==> src/rtl/irq_cmd_pkg.sv <==
package irq_cmd_pkg;
  localparam int NUM_CTL = 2;
  localparam int DW      = 8;

  typedef enum logic [2:0] {
    ST_UNINIT = 3'd0,
    ST_W2     = 3'd1,
    ST_W3     = 3'd2,
    ST_W4     = 3'd3,
    ST_READY  = 3'd4
  } init_st_t;

  typedef struct packed {
    logic wr_lo;
    logic wr_hi;
    logic rd_lo;
    logic rd_hi;
  } port_hit_t;

  localparam logic [2:0] CMD_ROT_SET = 3'b100;
  localparam logic [2:0] CMD_ROT_CLR = 3'b000;
endpackage

==> src/rtl/irq_port_decode.sv <==
module irq_port_decode
  import irq_cmd_pkg::*;
#(
  parameter int ADDR_W = 16,
  parameter logic [ADDR_W-1:0] MST_BASE  = 16'h0020,
  parameter logic [ADDR_W-1:0] SLV_BASE  = 16'h00A0,
  parameter logic [ADDR_W-1:0] TRIG_BASE = 16'h04D0
) (
  input  logic [ADDR_W-1:0]        io_addr,
  input  logic                     io_wr,
  input  logic                     io_rd,
  output port_hit_t [NUM_CTL-1:0]  hit,
  output logic [1:0]               trig_wr,
  output logic [1:0]               trig_rd
);
  for (genvar g = 0; g < NUM_CTL; g++) begin : g_ctl
    localparam logic [ADDR_W-1:0] B0 = (g == 0) ? MST_BASE : SLV_BASE;
    localparam logic [ADDR_W-1:0] B1 = B0 + 1'b1;
    assign hit[g].wr_lo = io_wr && (io_addr == B0);
    assign hit[g].wr_hi = io_wr && (io_addr == B1);
    assign hit[g].rd_lo = io_rd && (io_addr == B0);
    assign hit[g].rd_hi = io_rd && (io_addr == B1);
  end

  for (genvar b = 0; b < 2; b++) begin : g_trig
    localparam logic [ADDR_W-1:0] TA = TRIG_BASE + ADDR_W'(b);
    assign trig_wr[b] = io_wr && (io_addr == TA);
    assign trig_rd[b] = io_rd && (io_addr == TA);
  end
endmodule

==> src/rtl/irq_trig_reg.sv <==
module irq_trig_reg
  import irq_cmd_pkg::*;
#(
  parameter int LINES = 16,
  parameter logic [LINES-1:0] LOCKED = 16'h2107
) (
  input  logic             clk,
  input  logic             rst,
  input  logic [1:0]       wr,
  input  logic [DW-1:0]    wdata,
  output logic [LINES-1:0] trig_q
);
  for (genvar b = 0; b < 2; b++) begin : g_lane
    localparam logic [DW-1:0] LK = LOCKED[b*DW +: DW];
    always_ff @(posedge clk) begin
      if (rst)        trig_q[b*DW +: DW] <= '0;
      else if (wr[b]) trig_q[b*DW +: DW] <= wdata & ~LK;
    end

    p_trig_write_r9: assert property (@(posedge clk) disable iff (rst)
      wr[b] |=> trig_q[b*DW +: DW] == ($past(wdata) & ~LK));
  end

  p_trig_hold_r9: assert property (@(posedge clk) disable iff (rst)
    (wr == 2'b00) |=> $stable(trig_q));
endmodule

==> src/rtl/irq_ctl_unit.sv <==
module irq_ctl_unit
  import irq_cmd_pkg::*;
(
  input  logic          clk,
  input  logic          rst,
  input  logic          wr_lo,
  input  logic          wr_hi,
  input  logic          rd_lo,
  input  logic [DW-1:0] wdata,
  output logic [DW-1:0] mask_q,
  output logic          init_done,
  output logic [4:0]    vec_q,
  output logic [DW-1:0] casc_q,
  output logic [DW-1:0] mode_q,
  output logic          eoi_v_q,
  output logic [2:0]    eoi_cmd_q,
  output logic [2:0]    eoi_lvl_q,
  output logic          rot_q,
  output logic          smm_q,
  output logic          poll_q,
  output logic          sel_q
);
  init_st_t st;

  assign init_done = (st == ST_READY);

  always_ff @(posedge clk) begin
    if (rst) begin
      st        <= ST_UNINIT;
      mask_q    <= '1;
      vec_q     <= '0;
      casc_q    <= '0;
      mode_q    <= '0;
      eoi_v_q   <= 1'b0;
      eoi_cmd_q <= '0;
      eoi_lvl_q <= '0;
      rot_q     <= 1'b0;
      smm_q     <= 1'b0;
      poll_q    <= 1'b0;
      sel_q     <= 1'b0;
    end else begin
      eoi_v_q <= 1'b0;
      if (rd_lo) poll_q <= 1'b0;
      if (wr_lo) begin
        if (wdata[4]) begin
          st     <= ST_W2;
          mask_q <= '0;
          smm_q  <= 1'b0;
          poll_q <= 1'b0;
          sel_q  <= 1'b0;
          rot_q  <= 1'b0;
        end else if (st == ST_READY) begin
          if (!wdata[3]) begin
            eoi_v_q   <= 1'b1;
            eoi_cmd_q <= wdata[7:5];
            eoi_lvl_q <= wdata[2:0];
            if (wdata[7:5] == CMD_ROT_SET)      rot_q <= 1'b1;
            else if (wdata[7:5] == CMD_ROT_CLR) rot_q <= 1'b0;
          end else begin
            if (wdata[1]) sel_q <= wdata[0];
            if (wdata[6]) smm_q <= wdata[5];
            poll_q <= wdata[2];
          end
        end
      end else if (wr_hi) begin
        case (st)
          ST_W2:    begin vec_q  <= wdata[7:3]; st <= ST_W3;    end
          ST_W3:    begin casc_q <= wdata;      st <= ST_W4;    end
          ST_W4:    begin mode_q <= wdata;      st <= ST_READY; end
          ST_READY: mask_q <= wdata;
          default:  ;
        endcase
      end
    end
  end

  p_restart_r1: assert property (@(posedge clk) disable iff (rst)
    (wr_lo && wdata[4]) |=> (!init_done && mask_q == '0 && !sel_q && !poll_q));

  p_third_write_r2: assert property (@(posedge clk) disable iff (rst)
    (st == ST_W4 && wr_hi && !wr_lo) |=> init_done);

  p_mask_hold_r4: assert property (@(posedge clk) disable iff (rst)
    (!wr_lo && !wr_hi) |=> $stable(mask_q));

  p_eoi_source_r5: assert property (@(posedge clk) disable iff (rst)
    eoi_v_q |-> $past(wr_lo && !wdata[4] && !wdata[3]));

  p_eoi_single_r5: assert property (@(posedge clk) disable iff (rst)
    eoi_v_q && !(wr_lo && !wdata[4] && !wdata[3]) |=> !eoi_v_q);

  p_not_ready_r7: assert property (@(posedge clk) disable iff (rst)
    (wr_lo && !wdata[4] && !init_done && !rd_lo) |=>
      (!eoi_v_q && $stable(smm_q) && $stable(poll_q) && $stable(sel_q)));
endmodule

==> src/rtl/irq_cmd_frontend.sv <==
module irq_cmd_frontend
  import irq_cmd_pkg::*;
#(
  parameter int ADDR_W = 16,
  parameter logic [ADDR_W-1:0] MST_BASE  = 16'h0020,
  parameter logic [ADDR_W-1:0] SLV_BASE  = 16'h00A0,
  parameter logic [ADDR_W-1:0] TRIG_BASE = 16'h04D0,
  parameter logic [15:0]       TRIG_LOCK = 16'h2107
) (
  input  logic              clk,
  input  logic              rst,
  input  logic [ADDR_W-1:0] io_addr,
  input  logic              io_wr,
  input  logic              io_rd,
  input  logic [7:0]        io_wdata,
  output logic [7:0]        io_rdata,
  input  logic [15:0]       irr_in,
  input  logic [15:0]       isr_in,
  output logic [15:0]       irq_mask,
  output logic [15:0]       trig_level,
  output logic [1:0]        init_done,
  output logic [9:0]        vec_base,
  output logic [15:0]       casc_cfg,
  output logic [15:0]       mode_cfg,
  output logic [1:0]        eoi_valid,
  output logic [5:0]        eoi_cmd,
  output logic [5:0]        eoi_level,
  output logic [1:0]        rot_aeoi,
  output logic [1:0]        special_mask,
  output logic [1:0]        poll_mode,
  output logic [1:0]        sel_isr
);
  port_hit_t [NUM_CTL-1:0] hit;
  logic [1:0]              trig_wr;
  logic [1:0]              trig_rd;
  logic [DW-1:0]           rd_next;

  irq_port_decode #(
    .ADDR_W(ADDR_W), .MST_BASE(MST_BASE), .SLV_BASE(SLV_BASE), .TRIG_BASE(TRIG_BASE)
  ) u_dec (
    .io_addr(io_addr), .io_wr(io_wr), .io_rd(io_rd),
    .hit(hit), .trig_wr(trig_wr), .trig_rd(trig_rd)
  );

  irq_trig_reg #(.LINES(16), .LOCKED(TRIG_LOCK)) u_trig (
    .clk(clk), .rst(rst), .wr(trig_wr), .wdata(io_wdata), .trig_q(trig_level)
  );

  for (genvar g = 0; g < NUM_CTL; g++) begin : g_unit
    irq_ctl_unit u_ctl (
      .clk(clk), .rst(rst),
      .wr_lo(hit[g].wr_lo), .wr_hi(hit[g].wr_hi), .rd_lo(hit[g].rd_lo),
      .wdata(io_wdata),
      .mask_q(irq_mask[g*DW +: DW]),
      .init_done(init_done[g]),
      .vec_q(vec_base[g*5 +: 5]),
      .casc_q(casc_cfg[g*DW +: DW]),
      .mode_q(mode_cfg[g*DW +: DW]),
      .eoi_v_q(eoi_valid[g]),
      .eoi_cmd_q(eoi_cmd[g*3 +: 3]),
      .eoi_lvl_q(eoi_level[g*3 +: 3]),
      .rot_q(rot_aeoi[g]),
      .smm_q(special_mask[g]),
      .poll_q(poll_mode[g]),
      .sel_q(sel_isr[g])
    );
  end

  always_comb begin
    rd_next = '1;
    for (int c = 0; c < NUM_CTL; c++) begin
      if (hit[c].rd_lo) rd_next = sel_isr[c] ? isr_in[c*DW +: DW] : irr_in[c*DW +: DW];
      if (hit[c].rd_hi) rd_next = irq_mask[c*DW +: DW];
    end
    if (trig_rd[0]) rd_next = trig_level[7:0];
    if (trig_rd[1]) rd_next = trig_level[15:8];
  end

  always_ff @(posedge clk) begin
    if (rst)        io_rdata <= '0;
    else if (io_rd) io_rdata <= rd_next;
  end

  p_rdata_hold_r8: assert property (@(posedge clk) disable iff (rst)
    !io_rd |=> $stable(io_rdata));
endmodule

==> config.mk <==
export PLATFORM = sky130hd
export DESIGN_NAME = irq_cmd_frontend
export DESIGN_NICKNAME = d
export VERILOG_FILES = /design/src/rtl/irq_cmd_pkg.sv /design/src/rtl/irq_port_decode.sv /design/src/rtl/irq_trig_reg.sv /design/src/rtl/irq_ctl_unit.sv /design/src/rtl/irq_cmd_frontend.sv
export SDC_FILE = /design/constraint.sdc
export NUM_CORES = 1
export LEC_CHECK = 0
export ABC_CLOCK_PERIOD_IN_PS = 4100
export BUFFER_PORTS_ARGS = -buffer_cell sky130_fd_sc_hd__buf_2
export CELL_PAD_IN_SITES_DETAIL_PLACEMENT = 1
export CELL_PAD_IN_SITES_GLOBAL_PLACEMENT = 1
export CORE_MARGIN = 5
export CORE_UTILIZATION = 34
export DETAILED_ROUTE_END_ITERATION = 8
export PLACE_DENSITY = 0.85
export SYNTH_ARGS = -nofsm -noshare
export SYNTH_HDL_FRONTEND = slang
export SYNTH_SLANG_ARGS = --single-unit
export TNS_END_PERCENT = 5
==> constraint.sdc <==
create_clock -name clk -period 4.1 [get_ports clk]
set_clock_uncertainty 0.15 [all_clocks]
set_input_delay 0.615 -clock clk [delete_from_list [all_inputs] [get_ports clk]]
set_output_delay 0.615 -clock clk [all_outputs]
set_load 0.01 [all_outputs]
Word-level counts from Yosys, hierarchy flattened

Cells that the tools add are included.

Divide/modulo/power cells: 0
$lt $le $gt $ge: 0
Bitwise operators: 6
Add/subtract/negate cells: 0
Shifts and indexed selects: 0
Muxes and demuxes: 52
Reduce and logical (&&, ||, !) cells: 45
$mul: 0
Equal/unequal tests: 18

Operators by type and width:

| operator                                                          | number |
|---|---|
| 8-bit two-way mux                                                 | 15 |
| 16-bit by 11-bit == test with 1-bit output, second input constant | 2 |
| 16-bit by 6-bit == test with 1-bit output, second input constant  | 2 |
| 16-bit by 8-bit == test with 1-bit output, second input constant  | 2 |
| 4-bit AND reduction                                               | 8 |
| 1-bit two-way mux                                                 | 30 |
| 3-bit AND reduction                                               | 10 |
| 3-bit case mux with 3 select lines                                | 2 |
| 2-bit nonzero test                                                | 9 |
| 3-bit two-way mux                                                 | 5 |
| 3-bit by 2-bit == test with 1-bit output, second input constant   | 4 |
| 1-bit logical AND                                                 | 12 |
| 3-bit == test, second input constant                              | 3 |
| 4-bit nonzero test                                                | 2 |
| 4-bit OR reduction                                                | 2 |
| 3-bit by 1-bit == test with 1-bit output, second input constant   | 2 |
| 1-bit inverter                                                    | 6 |
| 2-bit != test, second input constant                              | 2 |
| 3-bit logical NOT                                                 | 1 |
| 3-bit nonzero test                                                | 1 |
| 2-bit by 1-bit != test with 1-bit output, second input constant   | 1 |

Input bits: 60
Memories: 0
RAM bits: 0
Output and inout port bits: 106
Latch bits: 0
Register bits after elaboration: 105
Bits in read-only memories: 0
Word-level logic and storage cells: 148

Longest topological paths before layout

Gate-level depths: netlist of the first run.

Depth after elaboration: 8
Depth in mapped cells: 7
Gate-level depth less buffers: 5

Cells and area by module

From an unflattened synthesis of the first run, not the netlist that was laid out.

Cells, all modules: 544
Area, all modules: 5139.9 µm²

By module, submodules not included:

| module           | area an instance (µm²) | cells each | times used | sequential area each (µm²) |
|---|---|---|---|---|
| irq_ctl_unit     | 1794.2                 | 184        | 2          | 860.8 |
| irq_cmd_frontend | 894.6                  | 105        | 1          | 160.2 |
| irq_trig_reg     | 440.4                  | 42         | 1          | 220.2 |
| irq_port_decode  | 216.5                  | 29         | 1          | 0.0 |

Worst setup path after synthesis of the first run

Ideal clock, no wire load.

Kind: input-to-reg
From: input port io_addr[1]
To: register g_unit[1].u_ctl.vec_q[0]
Arrival: 2346 ps
Stages on the path: 6
Required time: 3822 ps
Path buffers: 1
Slack: 1476 ps
Setup time: 128 ps
Path through: or4b_4 > or3_1 > clkbuf_2 > nor4_4 > mux2i_1 > nor2_1

Cells in the longest elaborated chain, start to end: 4
Elaborated cells between the ends (all ways): 6
Classes of those cells: eq/ne: 2; bitwise: 1; reduce/logical: 3

Ends and longest elaborated chain:

| element                                   | RTL line               | source |
|---|---|---|
| start, declared                           | irq_cmd_frontend.sv:12 | `input logic [ADDR_W-1:0] io_addr,` |
| 16-bit by 8-bit == test with 1-bit output | irq_port_decode.sv:19  | `assign hit[g].wr_lo = io_wr && (io_addr == B0);` |
| 1-bit logical AND                         | irq_port_decode.sv:19  |  |
| 1-bit inverter (no line)                  | -                      |  |
| 3-bit AND reduction (no line) *           | -                      |  |
| end signal, assigned                      | irq_ctl_unit.sv:31     | `vec_q <= '0;` |
| end signal, assigned                      | irq_ctl_unit.sv:67     | `ST_W2: begin vec_q <= wdata[7:3]; st <= ST_W3; end` |
| end, declared                             | irq_ctl_unit.sv:12     | `output logic [4:0] vec_q,` |

Mark *: on every way between the ends. The rest lies on a longest branch, timed or not.
A chain may end at the register's enable or synchronous reset.

Worst setup path after layout of the first run

From: input port io_addr[1]
To: register g_unit[0].u_ctl.mask_q[2]

Cells in the longest elaborated chain, start to end: 4
Elaborated cells between the ends (all ways): 9
Classes of those cells: eq/ne: 3; mux: 1; reduce/logical: 5

Ends and longest elaborated chain:

| element                                                             | RTL line                                     | source |
|---|---|---|
| 16-bit by 6-bit == test with 1-bit output, on equally long branches | irq_port_decode.sv:19, irq_port_decode.sv:20 |  |
| 1-bit logical AND, on equally long branches                         | irq_port_decode.sv:19, irq_port_decode.sv:20 |  |
| 2-bit != test (no line) or 2-bit nonzero test (tied branches)       | -                                            |  |
| 3-bit AND reduction (no line)                                       | -                                            |  |
| end signal, assigned                                                | irq_ctl_unit.sv:70                           | `ST_READY: mask_q <= wdata;` |
| end, declared                                                       | irq_ctl_unit.sv:10                           | `output logic [DW-1:0] mask_q,` |

Parallel ways exist; a longest one is shown, timed or not.

==> results.py, run 1 <==
metrics = {
    "status": {
        "outcome": "completed",
    },
    "sta": {
        "unrepaired_setup_endpoints_after_global_routing": "no",
        "layout_worst_path_cycle_share_pct": 69.3,
        "setup_viol": 0,
        "setup-tns-final_ns": 0,
        "slew_headroom_pct": 27.4,
        "finalMaxSlewViolations": 0,
        "final.min_clock_period_ns": 2.84,
        "finalHoldViolCount": 0,
        "timing_worst_slew_pin_value_ns": 1.07,
        "fmax_ghz": 0.352,
    },
    "clock_network": {
        "numCtsBuffers": 9,
        "worstSkewPairLatency_ns": 0.36,
        "cts.sink_count": 105,
        "clockRootBuffer": "sky130_fd_sc_hd__clkbuf_16",
        "post-cts-setup-buffer-count": 0,
        "clock_pin_slew_reported_for_the_worst_setup_and_hold_paths_after_clock_tree_synthesis_ns": 0.07,
        "cts.hold.buffers_added": 0,
        "cts-resized-gates": 0,
        "h-tree-depth": 3,
        "tritoncts": "yes",
        "clock_tree.buffer_depth": 2,
    },
    "floorplanning": {
        "count_of_pins_on_the_block_boundary": 166,
        "die_width_um": 132,
        "fp.dieH_um": 132,
        "fp.coreArea_sq_um": 14500,
        "initial_utilization_pct": 34.7,
        "die_area_sq_um": 17400,
        "row_count": 44,
    },
    "worst_setup_path": {
        "end_kind": "register",
        "cp.arrival_ns": 2.93,
        "crit_required_ns": 4.19,
        "crit_path_max_fanout": 23,
        "critical_path.startpoint_type": "primary input",
        "timing.critical_path.max_delay_family": "simple AND/OR/NAND/NOR gates",
        "critical_path.slowest_cell": "sky130_fd_sc_hd__or4b_4",
        "setup.worst_path.class": "primary input to register",
        "timing.critical_path.slowest_cell_delay_ns": 0.55,
        "crit_chain": "buf_2 -> or4b_4 -> nor3_2 -> buf_4 -> and3_1 -> a31oi_1 -> a221o_1",
        "worstPathBufferInverterCount": 2,
    },
    "pwr": {
        "ir_worst_vdd_uv": 235,
        "power.static_leakage_nw": 2.76,
        "p_per_area_nw_per_um2": 341,
        "finalPower_w": 0.00210,
    },
    "drt": {
        "remaining_drc_errors": 0,
        "wire_per_inst_um": 22.5,
        "antenna_violating_nets_post_route": 0,
        "drt_iter0_markers": 427,
        "detail_route.vias_per_cell": 5.72,
        "firstDrtPassIters": 5,
        "vias": 4899,
        "drt_wl_total_mm": 19.2,
    },
    "global_routing": {
        "antenna_violations_before_repair": 2,
        "pin_count_of_the_biggest_net_entering_global_routing": 60,
        "grt_pass1_vias": 5135,
        "grt_pass1_wl_mm": 29.8,
        "grt.overflow.total": 0,
        "groute.usage.overall_pct": 21.5,
    },
    "place": {
        "gpl_congestion": 0.883,
        "dp_hpwl_mm": 14.2,
        "numPortBuffers": 160,
    },
    "logic_synthesis": {
        "synth_largest_type_area_fraction_pct": 41.7,
        "syn_inst": 549,
        "synth_edf_count": 0,
        "netlist_area_sq_um": 5040,
        "ys_warnings": 0,
        "syn-mean-instance-area_sq_um": 9.18,
        "ys_types": 60,
        "ys_seq_elements": 105,
        "synthTopCellsByArea": "sky130_fd_sc_hd__dfxtp_1, sky130_fd_sc_hd__mux2i_1, sky130_fd_sc_hd__nor2_1, sky130_fd_sc_hd__clkbuf_1, sky130_fd_sc_hd__buf_4",
        "synth-seq-area-share_pct": 41.7,
        "synth_async_sr_flop_share_pct": 0,
        "yosys_most_used_dff": "sky130_fd_sc_hd__dfxtp_1",
        "top_cell_type_by_total_area_after_synthesis": "sky130_fd_sc_hd__dfxtp_1",
    },
    "layout": {
        "utilization_pct": 42.3,
        "area_growth_pct": 22.1,
        "layout.area.seq_sq_um": 2100,
        "multiInputGateArea_sq_um": 2630,
        "layout-drive-gt1-share_pct": 29.5,
        "final_nets": 727,
        "filler_cell_count": 1769,
    },
    "hold_path": {
        "hold_path_class": "register to register",
    },
    "job": {
        "drv_cap": 0,
    },
}
-- path summary, 6_finish.rpt --
| path | start | to | slack [ns] | cells past startpoint |
|---|---|---|---|---|
| min | io_rdata[5] | io_rdata[5] | 0.33 | 2 |
| min reg2reg | io_rdata[5] | io_rdata[5] | 0.33 | 2 |
| max reg2reg | g_unit[1].u_ctl.st[2] | g_unit[1].u_ctl.eoi_cmd_q[1] | 1.62 | 5 |
| max | io_addr[1] | g_unit[0].u_ctl.mask_q[2] | 1.26 | 7 |
-- synthesized netlist by cell type (4+ instances only) --
master,instances
sky130_fd_sc_hd__a211o_1,11
sky130_fd_sc_hd__nor3_1,16
sky130_fd_sc_hd__buf_4,17
sky130_fd_sc_hd__mux2_2,5
sky130_fd_sc_hd__nand2_1,15
sky130_fd_sc_hd__nand4b_1,9
sky130_fd_sc_hd__nor4_1,4
sky130_fd_sc_hd__dfxtp_1,105
sky130_fd_sc_hd__o32ai_1,4
sky130_fd_sc_hd__nor3b_1,5
sky130_fd_sc_hd__nor2b_1,5
sky130_fd_sc_hd__a21oi_1,14
sky130_fd_sc_hd__nand3_1,16
sky130_fd_sc_hd__a32oi_1,4
sky130_fd_sc_hd__inv_1,7
sky130_fd_sc_hd__o211ai_1,6
sky130_fd_sc_hd__nor2_1,82
sky130_fd_sc_hd__mux2i_1,79
sky130_fd_sc_hd__a221o_1,7
sky130_fd_sc_hd__and3_1,17
sky130_fd_sc_hd__buf_2,4
sky130_fd_sc_hd__nand4_1,4
sky130_fd_sc_hd__o21ai_0,6
sky130_fd_sc_hd__nor4b_1,4
sky130_fd_sc_hd__a31oi_1,6
sky130_fd_sc_hd__clkbuf_1,40
-- state kept, by name, indices dropped and copies added (netlist names), 6 cells and up --
| signal | count |
|---|---|
| g_unit.u_ctl.mask_q | 16 |
| g_unit.u_ctl.eoi_lvl_q | 6 |
| g_unit.u_ctl.eoi_cmd_q | 6 |
| u_trig.trig_q | 11 |
| io_rdata | 8 |
| g_unit.u_ctl.st | 6 |
| g_unit.u_ctl.casc_q | 16 |
| g_unit.u_ctl.mode_q | 16 |
| g_unit.u_ctl.vec_q | 10 |
-- per-layer routing --
metal	GRT usage, %	vias to the layer above	wire length (um)
li1	-	2218	-
met1	26.7	2387	8020
met2	35.6	256	9000
met3	6.76	36	1700
met4	6.97	2	491
met5	0	-	13
-- metrics by stage --
stage / hold WS [ns] / std cells / cell area, sq um / setup WS [ns]
CTS: 0.329 / 855 / 6150 / 1.33
global placement: 0.294 / 840 / 5830 / 1.03
global route: 0.350 / 856 / 6150 / 1.20
finish: 0.327 / 856 / 6150 / 1.26
detailed placement: 0.315 / 840 / 5830 / 0.952
floorplan: 0.286 / 553 / 5060 / 1.48
-- worst min-delay path, cell delays in order, from the launching register on --
cell	delay [ns]
sky130_fd_sc_hd__dfxtp_1	0.34
sky130_fd_sc_hd__nand2_1	0.05
sky130_fd_sc_hd__o21ai_0	0.06
-- area by class of cell --
cell class              instances  share of cell area (%)
clock inverters                 6                    1.50
multi-input cells             378                    42.7
diodes                          1                  0.0407
repair buffers                166                    13.8
inverters                       7                   0.427
flip-flops and latches        105                    34.2
clock buffers                   9                    3.66
well taps                     184                    3.74
-- kinds of logic (layout without fill, tap and decap cells) --
kind of cell / Yosys count / count (layout) / share of synthesized area (%)
other: 1 / 6 / 0.0744
AND/OR/NAND/NOR: 203 / 203 / 21.9
flip-flops: 105 / 105 / 41.7
AO/OA/AOI/OAI: 86 / 86 / 12.9
multiplexers: 84 / 84 / 16.8
buffers and inverters: 70 / 188 / 6.60
-- power breakdown --
group,total [W],internal (W),switching [W]
combinational,0.000134,0.0000430,0.0000912
sequential,0.00103,0.00102,0.00000363
clock,0.000938,0.000535,0.000403
total,0.00210,0.00160,0.000497
-- placed cells by master, fill, tap and decap left out, types with 7 or more instances in the layout --
cell	Yosys	final
sky130_fd_sc_hd__a21oi_1	14	14
sky130_fd_sc_hd__mux2i_1	79	79
sky130_fd_sc_hd__nor3_1	16	15
sky130_fd_sc_hd__buf_2	4	159
sky130_fd_sc_hd__nand3_1	16	16
sky130_fd_sc_hd__inv_1	7	7
sky130_fd_sc_hd__nor2_1	82	82
sky130_fd_sc_hd__clkbuf_16	0	9
sky130_fd_sc_hd__buf_4	17	7
sky130_fd_sc_hd__nand2_1	15	15
sky130_fd_sc_hd__a221o_1	7	7
sky130_fd_sc_hd__dfxtp_1	105	105
sky130_fd_sc_hd__a211o_1	11	11
sky130_fd_sc_hd__and3_1	17	17
sky130_fd_sc_hd__nand4b_1	9	9
Power figures use the tool's default switching activity.
==> run 2, diff against run 1 <==
--- a/config.mk
+++ b/config.mk
@@ -5,14 +5,15 @@
 export SDC_FILE = /design/constraint.sdc
 export NUM_CORES = 1
 export LEC_CHECK = 0
-export ABC_CLOCK_PERIOD_IN_PS = 4100
+export ABC_AREA = 1
+export ABC_CLOCK_PERIOD_IN_PS = 2500
 export BUFFER_PORTS_ARGS = -buffer_cell sky130_fd_sc_hd__buf_2
 export CELL_PAD_IN_SITES_DETAIL_PLACEMENT = 1
 export CELL_PAD_IN_SITES_GLOBAL_PLACEMENT = 1
 export CORE_MARGIN = 5
-export CORE_UTILIZATION = 34
+export CORE_UTILIZATION = 32
 export DETAILED_ROUTE_END_ITERATION = 8
-export PLACE_DENSITY = 0.85
+export PLACE_DENSITY = 0.86
 export SYNTH_ARGS = -nofsm -noshare
 export SYNTH_HDL_FRONTEND = slang
 export SYNTH_SLANG_ARGS = --single-unit
==> constraint.sdc (replaced) <==
create_clock -name clk -period 2.5 [get_ports clk]
set_clock_uncertainty 0.15 [all_clocks]
set_input_delay 0.375 -clock clk [delete_from_list [all_inputs] [get_ports clk]]
set_output_delay 0.375 -clock clk [all_outputs]
set_load 0.01 [all_outputs]
==> results.py, run 2 <==
metrics = {
    "place": {
        "dp_hpwl_mm": 14.1,
        "gpl_congestion": 0.834,
        "numPortBuffers": 160,
    },
    "layout": {
        "num_antenna_cells": 0,
        "final_nets": 872,
        "area_growth_pct": 24.4,
        "largest_registers": "g_unit.u_ctl.casc_q: 16 flops, g_unit.u_ctl.mask_q: 16 flops, g_unit.u_ctl.mode_q: 16 flops",
        "layout-drive-gt1-share_pct": 30.4,
        "utilization_pct": 40.1,
        "final_common_cell": "sky130_fd_sc_hd__buf_2",
        "most-common-layout-cells": "sky130_fd_sc_hd__buf_2, sky130_fd_sc_hd__dfxtp_1, sky130_fd_sc_hd__nand2_1",
    },
    "drt": {
        "firstDrtPassIters": 4,
        "vias": 5174,
        "detail_route.vias_per_cell": 5.02,
        "wire_per_inst_um": 17.9,
        "drt_wl_total_mm": 18.4,
        "antenna_violating_nets_post_route": 0,
        "drt_iter0_markers": 214,
        "remaining_drc_errors": 0,
    },
    "floorplanning": {
        "fp.dieH_um": 136,
        "count_of_pins_on_the_block_boundary": 166,
        "die_width_um": 136,
        "die_area_sq_um": 18400,
        "initial_utilization_pct": 32.2,
        "fp.coreArea_sq_um": 15700,
        "row_count": 46,
    },
    "clock_network": {
        "cts-resized-gates": 0,
        "tritoncts": "yes",
        "cts.sink_count": 105,
        "clockRootBuffer": "sky130_fd_sc_hd__clkbuf_16",
        "cts.hold.buffers_added": 0,
        "post-cts-setup-buffer-count": 0,
        "worstSkewPairLatency_ns": 0.35,
        "clock_tree.buffer_depth": 2,
        "numCtsBuffers": 9,
        "clock_pin_slew_reported_for_the_worst_setup_and_hold_paths_after_clock_tree_synthesis_ns": 0.07,
        "h-tree-depth": 3,
    },
    "pwr": {
        "p_sw_share_pct": 23.5,
        "p_per_area_nw_per_um2": 532,
        "net-switching-power_w": 0.000783,
        "power.static_leakage_nw": 3.00,
        "finalPower_w": 0.00334,
        "clkPwrFrac_pct": 42.4,
        "ir_worst_vdd_uv": 283,
        "combPwrFrac_pct": 7.1,
        "power.sequential.fraction_pct": 50.6,
        "intPower_w": 0.00255,
    },
    "global_routing": {
        "grt_pass1_vias": 5274,
        "grt_pass1_wl_mm": 28.4,
        "antenna_violations_before_repair": 0,
        "grt.overflow.total": 0,
        "groute.usage.overall_pct": 19.7,
        "pin_count_of_the_biggest_net_entering_global_routing": 45,
    },
    "logic_synthesis": {
        "synth_top_family_by_area": "simple AND/OR/NAND/NOR gates",
        "synth_edf_count": 0,
        "synthTopCellsByArea": "sky130_fd_sc_hd__dfxtp_1, sky130_fd_sc_hd__a21oi_1, sky130_fd_sc_hd__o21ai_0, sky130_fd_sc_hd__nand2_1, sky130_fd_sc_hd__inv_1",
        "synthMostInstantiatedCell": "sky130_fd_sc_hd__dfxtp_1",
        "synth-seq-area-share_pct": 41.7,
        "synth_async_sr_flop_share_pct": 0,
        "yosys_most_used_dff": "sky130_fd_sc_hd__dfxtp_1",
        "synth_xor_xnor_area_share_pct": 0,
        "ys_seq_elements": 105,
        "commonest_cells_in_the_netlist": "sky130_fd_sc_hd__dfxtp_1, sky130_fd_sc_hd__nand2_1, sky130_fd_sc_hd__a21oi_1",
        "synth_largest_type_area_fraction_pct": 41.7,
        "synth_compound_area_share_pct": 23.2,
        "ys_types": 41,
        "syn_inst": 665,
        "syn-mean-instance-area_sq_um": 7.59,
        "ys_warnings": 0,
        "netlist_area_sq_um": 5040,
        "share_of_synthesized_area_spent_on_multiplexers_pct": 0.794,
        "post_synth_fa_ha_maj_area_fraction_pct": 0,
        "post_synthesis_simple_gate_area_fraction_pct": 24.3,
        "top_cell_type_by_total_area_after_synthesis": "sky130_fd_sc_hd__dfxtp_1",
    },
    "sta": {
        "unrepaired_setup_endpoints_after_global_routing": "no",
        "layout_worst_path_cycle_share_pct": 84.7,
        "setup_viol": 0,
        "final.min_clock_period_ns": 2.12,
        "fmax_ghz": 0.472,
        "slew_headroom_pct": 66.5,
        "timing_worst_slew_pin_value_ns": 0.502,
        "finalHoldViolCount": 0,
        "finalMaxSlewViolations": 0,
    },
    "status": {
        "outcome": "completed",
    },
    "hold_path": {
        "hold_path_class": "primary input to register",
    },
    "worst_setup_path": {
        "cp.arrival_ns": 2.19,
        "crit_path_max_fanout": 9,
        "end_kind": "register",
        "critical_path.startpoint_type": "primary input",
        "setup.worst_path.class": "primary input to register",
        "crit_required_ns": 2.57,
    },
    "job": {
        "drv_cap": 0,
    },
}
run 2: area by class of cell:
class                   count  area, sq um
well taps                 216          270
clock buffers              12          246
clock inverters             2         38.8
repair buffers            177          928
flip-flops and latches    105         2100
multi-input cells         457         2450
inverters                  62          233
fillers                  2016         9380
run 2: worst max-delay path, stage by stage:
cell and delay [ns]:
sky130_fd_sc_hd__buf_2 0.10, sky130_fd_sc_hd__nor2_1 0.16, sky130_fd_sc_hd__nand2_1 0.09, sky130_fd_sc_hd__nor2_2 0.32, sky130_fd_sc_hd__nand4_2 0.31, sky130_fd_sc_hd__o21ai_1 0.22
sky130_fd_sc_hd__o211ai_2 0.21, sky130_fd_sc_hd__buf_4 0.23, sky130_fd_sc_hd__nand2_1 0.08, sky130_fd_sc_hd__o211ai_2 0.08
run 2: cells by family after synthesis:
family / Yosys count
muxes: 4
DFF: 105
buffers and inverters: 107
and+or+nand+nor: 235
AOI/OAI and AO/OA: 213
other: 1
run 2: path summary, 6_finish.rpt:
check	startpoint	end	slack [ns]	cells after the start
setup reg to reg	g_unit[0].u_ctl.st[0]	g_unit[0].u_ctl.mask_q[1]	0.69	5
hold reg to reg	g_unit[1].u_ctl.rot_q	g_unit[1].u_ctl.rot_q	0.31	2
hold / removal	io_wdata[0]	g_unit[0].u_ctl.mask_q[0]	0.14	3
setup / recovery	io_addr[9]	g_unit[1].u_ctl.mask_q[3]	0.38	10
run 2: power by group through the flow:
stage / sequential [W] / combinational (W) / clock (W)
after floorplan: 0.00173 / 0.000112 / 0
after global placement: 0.00172 / 0.000231 / 0
after detailed placement: 0.00172 / 0.000234 / 0
after CTS: 0.00169 / 0.000236 / 0.00144
after global routing: 0.00169 / 0.000256 / 0.00151
final: 0.00169 / 0.000236 / 0.00141
run 2: metal layers:
| metal | vias to the layer above | GRT usage (%) | part of all wire (%) |
|---|---|---|---|
| li1 | 2522 | - | - |
| met5 | - | 0 | 0 |
| met4 | 0 | 5.94 | 1.8 |
| met1 | 2458 | 24.6 | 44 |
| met2 | 174 | 33.3 | 47 |
| met3 | 20 | 5.50 | 7.7 |
run 2: through the flow:
| step | std cells | TNS (ns) | worst slack [ns] | cell area, sq um | hold slack (ns) |
|---|---|---|---|---|---|
| 4_1_cts | 1031 | 0 | 0.369 | 6270 | 0.129 |
| 3_3_place_gp | 1017 | 0 | 0.125 | 5990 | 0.301 |
| 3_5_place_dp | 1017 | -0.00907 | -0.00907 | 5990 | 0.311 |
| 2_1_floorplan | 669 | 0 | 0.648 | 5060 | 0.274 |
| 5_1_grt | 1031 | 0 | 0.153 | 6270 | 0.144 |
| 6_report | 1031 | 0 | 0.381 | 6270 | 0.142 |
